$ cat config.mk
export PLATFORM = sky130hd
export DESIGN_NAME = rail_seq
export DESIGN_NICKNAME = d
export VERILOG_FILES = /design/src/rtl/rail_seq_pkg.sv /design/src/rtl/rail_seq_demand.sv /design/src/rtl/rail_seq_timer.sv /design/src/rtl/rail_seq_ctrl.sv /design/src/rtl/rail_seq.sv
export SDC_FILE = /design/constraint.sdc
export NUM_CORES = 1
export LEC_CHECK = 0
export BUFFER_PORTS_ARGS = -buffer_cell sky130_fd_sc_hd__buf_4
export CAP_MARGIN = 10
export CORE_ASPECT_RATIO = 1.4
export CORE_MARGIN = 5
export CORE_UTILIZATION = 40
export DETAILED_ROUTE_END_ITERATION = 10
export GPL_ROUTABILITY_DRIVEN = 0
export PLACE_DENSITY = 0.59
export SLEW_MARGIN = 20
export SYNTH_ARGS = -nofsm -noshare
export SYNTH_HDL_FRONTEND = slang
export SYNTH_SLANG_ARGS = --single-unit
$ cat constraint.sdc
create_clock -name clk -period 6.1 [get_ports clk]
set_input_delay 1.22 -clock clk [delete_from_list [all_inputs] [get_ports clk]]
set_output_delay 1.22 -clock clk [all_outputs]
set_load 0.005 [all_outputs]
$ cat src/rtl/rail_seq_pkg.sv
package rail_seq_pkg;

   typedef enum logic [2:0] {
      PH_RTC,
      PH_DSOFF,
      PH_UP_PRIM,
      PH_UP_RAIL,
      PH_UP_RSM,
      PH_S5,
      PH_DN_RAIL,
      PH_DN_TAIL
   } phase_t;

   localparam logic [1:0] ST_OFF   = 2'd0;
   localparam logic [1:0] ST_DSOFF = 2'd1;
   localparam logic [1:0] ST_S5    = 2'd2;
   localparam logic [1:0] ST_SEQ   = 2'd3;

   // ceil(hz * ns / 1e9), never below one cycle
   function automatic longint unsigned ns_to_cycles(longint unsigned hz,
                                                    longint unsigned ns);
      longint unsigned c;
      c = (hz * ns + 64'd999_999_999) / 64'd1_000_000_000;
      if (c == 0) c = 1;
      return c;
   endfunction

   function automatic logic [1:0] status_of(phase_t p);
      case (p)
         PH_RTC:   return ST_OFF;
         PH_DSOFF: return ST_DSOFF;
         PH_S5:    return ST_S5;
         default:  return ST_SEQ;
      endcase
   endfunction

endpackage

$ cat src/rtl/rail_seq_demand.sv
module rail_seq_demand #(
   parameter int unsigned STAGES = 2
) (
   input  logic clk,
   input  logic rst_n,
   input  logic suspend_warn_n,
   input  logic sleep_s3_n,
   output logic need_prim
);
   logic raw_need;
   assign raw_need = !suspend_warn_n || !sleep_s3_n;

   if (STAGES == 0) begin : g_direct
      assign need_prim = raw_need;
   end else begin : g_sync
      logic [STAGES-1:0] chain;
      always_ff @(posedge clk or negedge rst_n) begin
         if (!rst_n) begin
            chain <= '0;
         end else begin
            chain[0] <= raw_need;
            for (int i = 1; i < STAGES; i++) chain[i] <= chain[i-1];
         end
      end
      assign need_prim = chain[STAGES-1];
   end
endmodule

$ cat src/rtl/rail_seq_timer.sv
module rail_seq_timer #(
   parameter int unsigned W           = 8,
   parameter int unsigned RESET_COUNT = 1
) (
   input  logic         clk,
   input  logic         rst_n,
   input  logic         load,
   input  logic [W-1:0] load_val,
   output logic         expired
);
   localparam logic [W-1:0] RST_V = W'(RESET_COUNT - 1);

   logic [W-1:0] cnt;

   always_ff @(posedge clk or negedge rst_n) begin
      if (!rst_n)            cnt <= RST_V;
      else if (load)         cnt <= load_val;
      else if (cnt != '0)    cnt <= cnt - W'(1);
   end

   assign expired = (cnt == '0);

   AST_TIMER_PARKS: assert property (@(posedge clk) disable iff (!rst_n)
      (!load && expired) |=> expired) else $error("timer left zero");
   AST_TIMER_LOAD: assert property (@(posedge clk) disable iff (!rst_n)
      load |=> (cnt == $past(load_val))) else $error("timer load lost");
endmodule

$ cat src/rtl/rail_seq_ctrl.sv
module rail_seq_ctrl
   import rail_seq_pkg::*;
#(
   parameter int unsigned W      = 8,
   parameter int unsigned T_PRIM = 1,
   parameter int unsigned T_RAIL = 1,
   parameter int unsigned T_RSM  = 1,
   parameter int unsigned T_OFF  = 1
) (
   input  logic         clk,
   input  logic         rst_n,
   input  logic         need_prim,
   input  logic         all_pgood,
   input  logic         expired,
   output logic         load,
   output logic [W-1:0] load_val,
   output logic         prim_en,
   output logic         rail5_en,
   output logic         susp_ack,
   output logic         dsleep_pg,
   output logic         resume_n,
   output logic         handover_en,
   output logic         chip_pg,
   output logic         sys_pg,
   output logic [1:0]   status
);
   localparam logic [W-1:0] L_PRIM = W'(T_PRIM - 1);
   localparam logic [W-1:0] L_RAIL = W'(T_RAIL - 1);
   localparam logic [W-1:0] L_RSM  = W'(T_RSM - 1);
   localparam logic [W-1:0] L_OFF  = W'(T_OFF - 1);

   phase_t phase, phase_nx;
   logic   first_up;

   always_comb begin
      phase_nx = phase;
      load     = 1'b0;
      load_val = '0;
      case (phase)
         PH_RTC:     if (expired) phase_nx = PH_DSOFF;
         PH_DSOFF:   if (first_up || need_prim) begin
                        phase_nx = PH_UP_PRIM; load = 1'b1; load_val = L_PRIM;
                     end
         PH_UP_PRIM: if (expired) begin
                        phase_nx = PH_UP_RAIL; load = 1'b1; load_val = L_RAIL;
                     end
         PH_UP_RAIL: if (expired) begin
                        phase_nx = PH_UP_RSM; load = 1'b1; load_val = L_RSM;
                     end
         PH_UP_RSM:  if (expired) phase_nx = PH_S5;
         PH_S5:      if (!need_prim) begin
                        phase_nx = PH_DN_RAIL; load = 1'b1; load_val = L_OFF;
                     end
         PH_DN_RAIL: if (expired) begin
                        phase_nx = PH_DN_TAIL; load = 1'b1; load_val = L_OFF;
                     end
         PH_DN_TAIL: if (expired) phase_nx = PH_DSOFF;
         default:    phase_nx = PH_RTC;
      endcase
   end

   always_ff @(posedge clk or negedge rst_n) begin
      if (!rst_n) begin
         phase       <= PH_RTC;
         first_up    <= 1'b1;
         prim_en     <= 1'b0;
         rail5_en    <= 1'b0;
         susp_ack    <= 1'b0;
         dsleep_pg   <= 1'b0;
         resume_n    <= 1'b0;
         handover_en <= 1'b0;
         chip_pg     <= 1'b0;
         sys_pg      <= 1'b0;
         status      <= ST_OFF;
      end else begin
         phase  <= phase_nx;
         status <= status_of(phase_nx);
         if (phase_nx != phase) begin
            case (phase)
               PH_DSOFF: begin
                  prim_en  <= 1'b1;
                  first_up <= 1'b0;
               end
               PH_UP_PRIM: begin
                  rail5_en <= 1'b1;
                  susp_ack <= 1'b1;
               end
               PH_UP_RAIL: begin
                  dsleep_pg <= 1'b1;
                  resume_n  <= 1'b1;
               end
               PH_UP_RSM: handover_en <= 1'b1;
               PH_S5: begin
                  sys_pg      <= 1'b0;
                  chip_pg     <= 1'b0;
                  handover_en <= 1'b0;
                  resume_n    <= 1'b0;
                  rail5_en    <= 1'b0;
               end
               PH_DN_RAIL: begin
                  prim_en   <= 1'b0;
                  dsleep_pg <= 1'b0;
               end
               default: ;
            endcase
         end else if (phase == PH_S5) begin
            chip_pg <= all_pgood;
            sys_pg  <= all_pgood && chip_pg;
         end
      end
   end

   AST_RAIL5_NEEDS_PRIM: assert property (@(posedge clk) disable iff (!rst_n)
      rail5_en |-> prim_en) else $error("5 V without primary");
   AST_RESUME_NEEDS_DSLEEP: assert property (@(posedge clk) disable iff (!rst_n)
      resume_n |-> dsleep_pg) else $error("reset released early");
   AST_HANDOVER_NEEDS_RESUME: assert property (@(posedge clk) disable iff (!rst_n)
      handover_en |-> resume_n) else $error("handover in reset");
   AST_SYS_NEEDS_CHIP: assert property (@(posedge clk) disable iff (!rst_n)
      sys_pg |-> chip_pg) else $error("system good before chipset");
   AST_PG_ONLY_S5: assert property (@(posedge clk) disable iff (!rst_n)
      chip_pg |-> (status == ST_S5)) else $error("power-good outside S5");
   AST_RESUME_AFTER_RAIL5: assert property (@(posedge clk) disable iff (!rst_n)
      $rose(resume_n) |-> $past(rail5_en)) else $error("reset before 5 V");
   AST_PRIM_OFF_LAST: assert property (@(posedge clk) disable iff (!rst_n)
      $fell(prim_en) |-> (!rail5_en && !resume_n && !handover_en)) else $error("primary cut early");
endmodule

$ cat src/rtl/rail_seq.sv
module rail_seq #(
   parameter longint unsigned CLK_HZ           = 24_000_000,
   parameter int unsigned     SYNC_STAGES      = 2,
   parameter longint unsigned RTC_SETTLE_NS    = 9_000_000,
   parameter longint unsigned PRIM_TO_RAIL_NS  = 200_000,
   parameter longint unsigned RAIL_TO_RSM_NS   = 10_000_000,
   parameter longint unsigned RSM_TO_HAND_NS   = 95_000_000,
   parameter longint unsigned OFF_GAP_NS       = 400
) (
   input  logic       clk,
   input  logic       rst_n,
   input  logic       suspend_warn_n,
   input  logic       sleep_s3_n,
   input  logic       all_pgood,
   output logic       prim_rail_en,
   output logic       rail5_en,
   output logic       susp_ack,
   output logic       dsleep_pgood,
   output logic       resume_rst_n,
   output logic       handover_en,
   output logic       chip_pgood,
   output logic       sys_pgood,
   output logic [1:0] seq_status
);
   import rail_seq_pkg::*;

   localparam int unsigned T_RTC  = int'(ns_to_cycles(CLK_HZ, RTC_SETTLE_NS));
   localparam int unsigned T_PRIM = int'(ns_to_cycles(CLK_HZ, PRIM_TO_RAIL_NS));
   localparam int unsigned T_RAIL = int'(ns_to_cycles(CLK_HZ, RAIL_TO_RSM_NS));
   localparam int unsigned T_RSM  = int'(ns_to_cycles(CLK_HZ, RSM_TO_HAND_NS));
   localparam int unsigned T_OFF  = int'(ns_to_cycles(CLK_HZ, OFF_GAP_NS));
   localparam int unsigned M_A    = (T_RTC  > T_PRIM) ? T_RTC  : T_PRIM;
   localparam int unsigned M_B    = (T_RAIL > T_RSM)  ? T_RAIL : T_RSM;
   localparam int unsigned M_C    = (M_A > M_B) ? M_A : M_B;
   localparam int unsigned T_MAX  = (M_C > T_OFF) ? M_C : T_OFF;
   localparam int unsigned CW     = (T_MAX < 2) ? 1 : $clog2(T_MAX);

   if (CLK_HZ < 1) begin : g_bad_hz
      $error("CLK_HZ must be at least 1");
   end
   if (SYNC_STAGES > 4) begin : g_bad_sync
      $error("SYNC_STAGES above 4 is not supported");
   end

   logic          need_prim;
   logic          tmr_load;
   logic [CW-1:0] tmr_val;
   logic          tmr_expired;

   rail_seq_demand #(.STAGES(SYNC_STAGES)) u_demand (
      .clk            (clk),
      .rst_n          (rst_n),
      .suspend_warn_n (suspend_warn_n),
      .sleep_s3_n     (sleep_s3_n),
      .need_prim      (need_prim)
   );

   rail_seq_timer #(.W(CW), .RESET_COUNT(T_RTC)) u_timer (
      .clk      (clk),
      .rst_n    (rst_n),
      .load     (tmr_load),
      .load_val (tmr_val),
      .expired  (tmr_expired)
   );

   rail_seq_ctrl #(
      .W(CW), .T_PRIM(T_PRIM), .T_RAIL(T_RAIL), .T_RSM(T_RSM), .T_OFF(T_OFF)
   ) u_ctrl (
      .clk         (clk),
      .rst_n       (rst_n),
      .need_prim   (need_prim),
      .all_pgood   (all_pgood),
      .expired     (tmr_expired),
      .load        (tmr_load),
      .load_val    (tmr_val),
      .prim_en     (prim_rail_en),
      .rail5_en    (rail5_en),
      .susp_ack    (susp_ack),
      .dsleep_pg   (dsleep_pgood),
      .resume_n    (resume_rst_n),
      .handover_en (handover_en),
      .chip_pg     (chip_pgood),
      .sys_pg      (sys_pgood),
      .status      (seq_status)
   );
endmodule

Word level (Yosys, flattened, before mapping). Cells that the tools add are included.

Input port bits: 5. Logic and storage cells: 79. Output and inout port bits: 10. Register bits: 38.

Mux-type cells: 31. Reduce and logical (&&, ||, !) cells: 24. $add $sub $neg: 1. Equal/unequal tests: 10.

Operator list (count): $pmux W22 S5 (1); $mux W22 (3); $logic_not A22 Y1 (1); $reduce_bool A22 Y1 (1); $sub A22 B1 Y22 const B (1); $mux W3 (7); $pmux W3 S7 (1); $mux W18 (1); $eq A3 B3 Y1 const B (5); $reduce_and A2 Y1 (7); $mux W13 (1); $reduce_bool A2 Y1 (6); $pmux W1 S2 (5); $mux W1 (8); $mux W4 (2); $eq A3 B1 Y1 const B (2); $eq A3 B2 Y1 const B (2); $logic_not A3 Y1 (2); $pmux W2 S3 (1); $ne A3 B3 Y1 (1); $pmux W1 S3 (1); $reduce_or A3 Y1 (1); $logic_not A1 Y1 (2); $logic_or A1 B1 Y1 (2); other kinds (2) (2).

Depth between registers and ports, before layout.
Depth after elaboration: 5. Mapped depth: 9. Mapped depth without buffers: 7.

Cells and area by module. From an unflattened synthesis, not the netlist that was laid out.

Cells, all modules: 250. Area, all modules: 2250.9 um^2.

Modules (own cells, without submodules): rail_seq_timer (area an instance 1378.8 um^2, times used 1, cells each 150); rail_seq_ctrl (area an instance 818.3 um^2, times used 1, cells each 97); rail_seq_demand (area an instance 53.8 um^2, times used 1, cells each 3).

Least setup slack after synthesis. No wires, ideal clock.

Path kind: register to register. Start point: reg u_timer.cnt[6]. End point: reg u_timer.cnt[21]. Setup time: 77 ps. Setup slack: 3665 ps. Stages on the path, launching flop included: 7. Period minus slack after synthesis: 2435 ps. Arrival: 2357 ps. Path through: dfrtp_1 > or4_4 > or4_4 > buf_6 > nor4_1 > mux2_2 > a21oi_1.

Cells in the longest elaborated chain, start to end: 4.

RTL lines: from (decl) (RTL line rail_seq_timer.sv:13) `logic [W-1:0] cnt;`; from (signal assigned) (RTL line rail_seq_timer.sv:17) `else if (load) cnt <= load_val;`; from (signal assigned) (RTL line rail_seq_timer.sv:18) `else if (cnt != '0) cnt <= cnt - W'(1);`; branches (longest 4 deep; another with $sub A22 B1 Y22).

Several ways; the timed one is not identified. The select of a mux whose other input is x is not followed. A chain may end at the register's enable or synchronous reset.

Worst setup path after layout.
Start point: reg u_timer.cnt[6]. End point: reg u_timer.cnt[16].

Cells in the longest elaborated chain, start to end: 4.

RTL lines: branches (longest 4 deep; another with $sub A22 B1 Y22).

Several ways; the timed one is not identified. The select of a mux whose other input is x is not followed.

==> results.cfg <==
[hold_path]
hold_start = u_demand.g_sync.chain[0]
hp-class = flop to flop
hold_end = u_demand.g_sync.chain[1]
hold-path-cell-count = 0

[logic_synthesis]
ys_seq_area_share_pct = 47.51
synth-simple-area-share_pct = 23.94
syn-cell-area_mm2 = 0.002038
synth_ff_type = dfrtp_1
synth_enable_flop_cells = 0
async_flop_share_pct = 100.0
syn_nets = 221
synth-seq-cells = 38
netlist_instances = 215
synth_mux_area_share_pct = 1.596
syn_area_per_cell_um2 = 9.480
synth_compound_area_share_pct = 17.80
ys_warn_count = 0
synthAdderAreaFrac_pct = 0.6139
synth_xor_area_share_pct = 5.157
synth_cell_types = 49
synth_top_family_by_area = simple AND/OR/NAND/NOR gates

[grt]
grtUsageTotal_pct = 14.61
grt_pass1_vias = 1645
grt_first_pass_wirelength_um = 7741
grt_max_degree = 39
grt-ovfl-total = 0
antenna_found_initial = 0

[setup_path]
crit_arrival_ns = 2.99
setup.worst_path.start_class = flop
required_ns = 6.32
reg2regPathDepth = 5
critPathKind = flop to flop
r2r_slack_ns = 3.33
end_kind = flop
worstPathMaxFanout = 13
r2r-start = u_timer.cnt[6]
r2r-end = u_timer.cnt[16]

[clock_tree]
cts_tree = built
cts.clk_slew.worst_paths_ns = 0.07
numCtsBuffers = 5
cts_htree_levels = 2
cts.repair.resized = 0
ctsHoldBuffers = 0
clk_path_buf_depth = 2
cts_root_buf = clkbuf_8
clock_sinks = 38
postCtsSetupRepairBufs = 0
insertion_delay_ns = 0.29

[final_layout]
n_antenna_cell = 0
fin_nets = 230
instances_no_fill = 289
drive_gt1_share_pct = 21.33
final_cell_mix = dfrtp_1, nand2_1, a21oi_1
fill_cells = 480
areaGrowthSynthToFinish_pct = 10.68
final_common_cell = dfrtp_1

[sta]
max_freq_mhz = 360.8
setup_viol = 0
rsz0062_at_grt = no
period_minus_slack_ns = 2.772
hold_viol_final = 0
setup_tns_ns = 0
worstMarginPinSlew_ns = 0.7891
relSlewSlack_pct = 46.70
min_period_over_period_pct = 45.44
maxSlewViolCount = 0
skew_ns = 0.006830

[routing]
drt_iter0_markers = 73
wl_per_cell_um = 15.92
drc = 0
drt_pass1_iterations = 4
totalWireLength_um = 4600
viasPerCell = 5.782
ant_nets = 0
vias = 1671

[power_and_ir_drop]
powerDensity_mw_per_mm2 = 380.5
p_leak_nw = 0.8813
ir_worst_vdd_mv = 0.1620

[placed_design]
numPlacedInstances = 281
place_hpwl_um = 3305
io_buffers = 14

[die]
die_height_um = 94.46
start_util_pct = 41.45
row_count = 30
core_area_mm2 = 0.004917
dieWidth_um = 70.33
io_pins = 15
dieArea_mm2 = 0.006643

[flow_run]
maxCapViolCount = 0

[outcome]
status = finished, final reports clean
worst max-delay path: stages (launching register included):
cell and delay, ns:
dfrtp_1 0.43, or4_4 0.57, or4_4 0.62, nor3_2 0.67, nor3_1 0.09, o2bb2a_1 0.31
per-layer routing:
layer  share of wire, %  track usage [%]  vias up
met2                 51            25.70       34
met5                  0                0        -
met3                3.2            2.875       15
li1                   -                -      810
met4                2.6            7.827        0
met1                 43            16.53      812
sequential cells by signal, summed over array words and instances (netlist names):
register and cells:
u_ctrl.phase 3, u_ctrl.resume_n 1, u_demand.g_sync.chain 2, u_ctrl.prim_en 1
u_ctrl.status 2, u_ctrl.susp_ack 1, u_ctrl.chip_pg 1, u_ctrl.handover_en 1
u_ctrl.rail5_en 1, u_ctrl.sys_pg 1, u_ctrl.dsleep_pg 1, u_timer.cnt 22
u_ctrl.first_up 1
through the flow:
| step | hold WS (ns) | setup WS, ns | instance area [µm²] | util, % | power (mW) |
|---|---|---|---|---|---|
| after floorplan | 0.3312 | 3.665 | 2038 | - | 0.6158 |
| after global placement | 0.3373 | 3.415 | 2170 | 44.12 | 0.6935 |
| after detailed placement | 0.3403 | 3.347 | 2170 | 44.12 | 0.6888 |
| after CTS | 0.3578 | 3.340 | 2256 | 45.88 | 0.8628 |
| after global routing | 0.3740 | 3.212 | 2256 | 45.88 | 0.9174 |
| final | 0.3550 | 3.328 | 2256 | 45.88 | 0.8584 |
logic make-up after synthesis:
logic type | Yosys count
AND/OR/NAND/NOR | 87
XOR/XNOR | 12
flip-flops | 38
multiplexers | 3
AO/OA/AOI/OAI | 58
buffers and inverters | 16
adder cells (fa/ha/maj) | 1
cells in the mapped netlist, types with 2 or more instances:
master / n / area (µm²)
xnor2_1: 8 / 70.07
nor3b_1: 2 / 15.01
dfrtp_1: 24 / 600.6
inv_1: 4 / 15.01
or4_1: 2 / 15.01
nor4_1: 6 / 37.54
nand3_1: 5 / 25.02
a21oi_1: 20 / 100.1
a211oi_1: 3 / 22.52
dfstp_2: 14 / 367.9
nor4_2: 2 / 25.02
xor2_1: 4 / 35.03
o31ai_1: 2 / 15.01
o31a_1: 3 / 26.28
or3_1: 5 / 31.28
o311ai_0: 2 / 17.52
nand2b_1: 2 / 12.51
o21ai_0: 15 / 75.07
a31oi_1: 2 / 12.51
mux2_2: 2 / 22.52
clkbuf_1: 10 / 37.54
or4_4: 3 / 33.78
nand4_1: 2 / 12.51
nand2_1: 20 / 75.07
or2_2: 2 / 12.51
and4_1: 2 / 17.52
nor2_1: 19 / 71.32
nor3_1: 9 / 45.04
worst max-delay path by stage:
stage              startpoint              end  slack (ns)
6_report       u_timer.cnt[6]  u_timer.cnt[16]        3.33
5_1_grt        u_timer.cnt[6]  u_timer.cnt[16]        3.21
4_1_cts        u_timer.cnt[6]  u_timer.cnt[16]        3.34
3_5_place_dp   u_timer.cnt[6]  u_timer.cnt[16]        3.35
3_3_place_gp   u_timer.cnt[6]  u_timer.cnt[16]        3.41
2_1_floorplan  u_timer.cnt[6]  u_timer.cnt[21]        3.67
area by class of cell:
cell class,instances,area [µm²],area share [%]
Multi-Input combinational cell,161,1001,44.37
Timing Repair Buffer,14,105.1,4.659
Inverter,4,15.01,0.6656
Clock inverter,2,13.76,0.6101
Clock buffer,6,72.57,3.217
Tap cell,64,80.08,3.550
Sequential cell,38,968.4,42.93
report_power, final:
group | internal, mW | switching (mW) | leakage, nW | total [mW]
registers | 0.348 | 0.0801 | 0.440 | 0.428
clock network | 0.0806 | 0.0916 | 0.0452 | 0.172
logic | 0.122 | 0.136 | 0.397 | 0.259
Power figures use the tool's default switching activity.
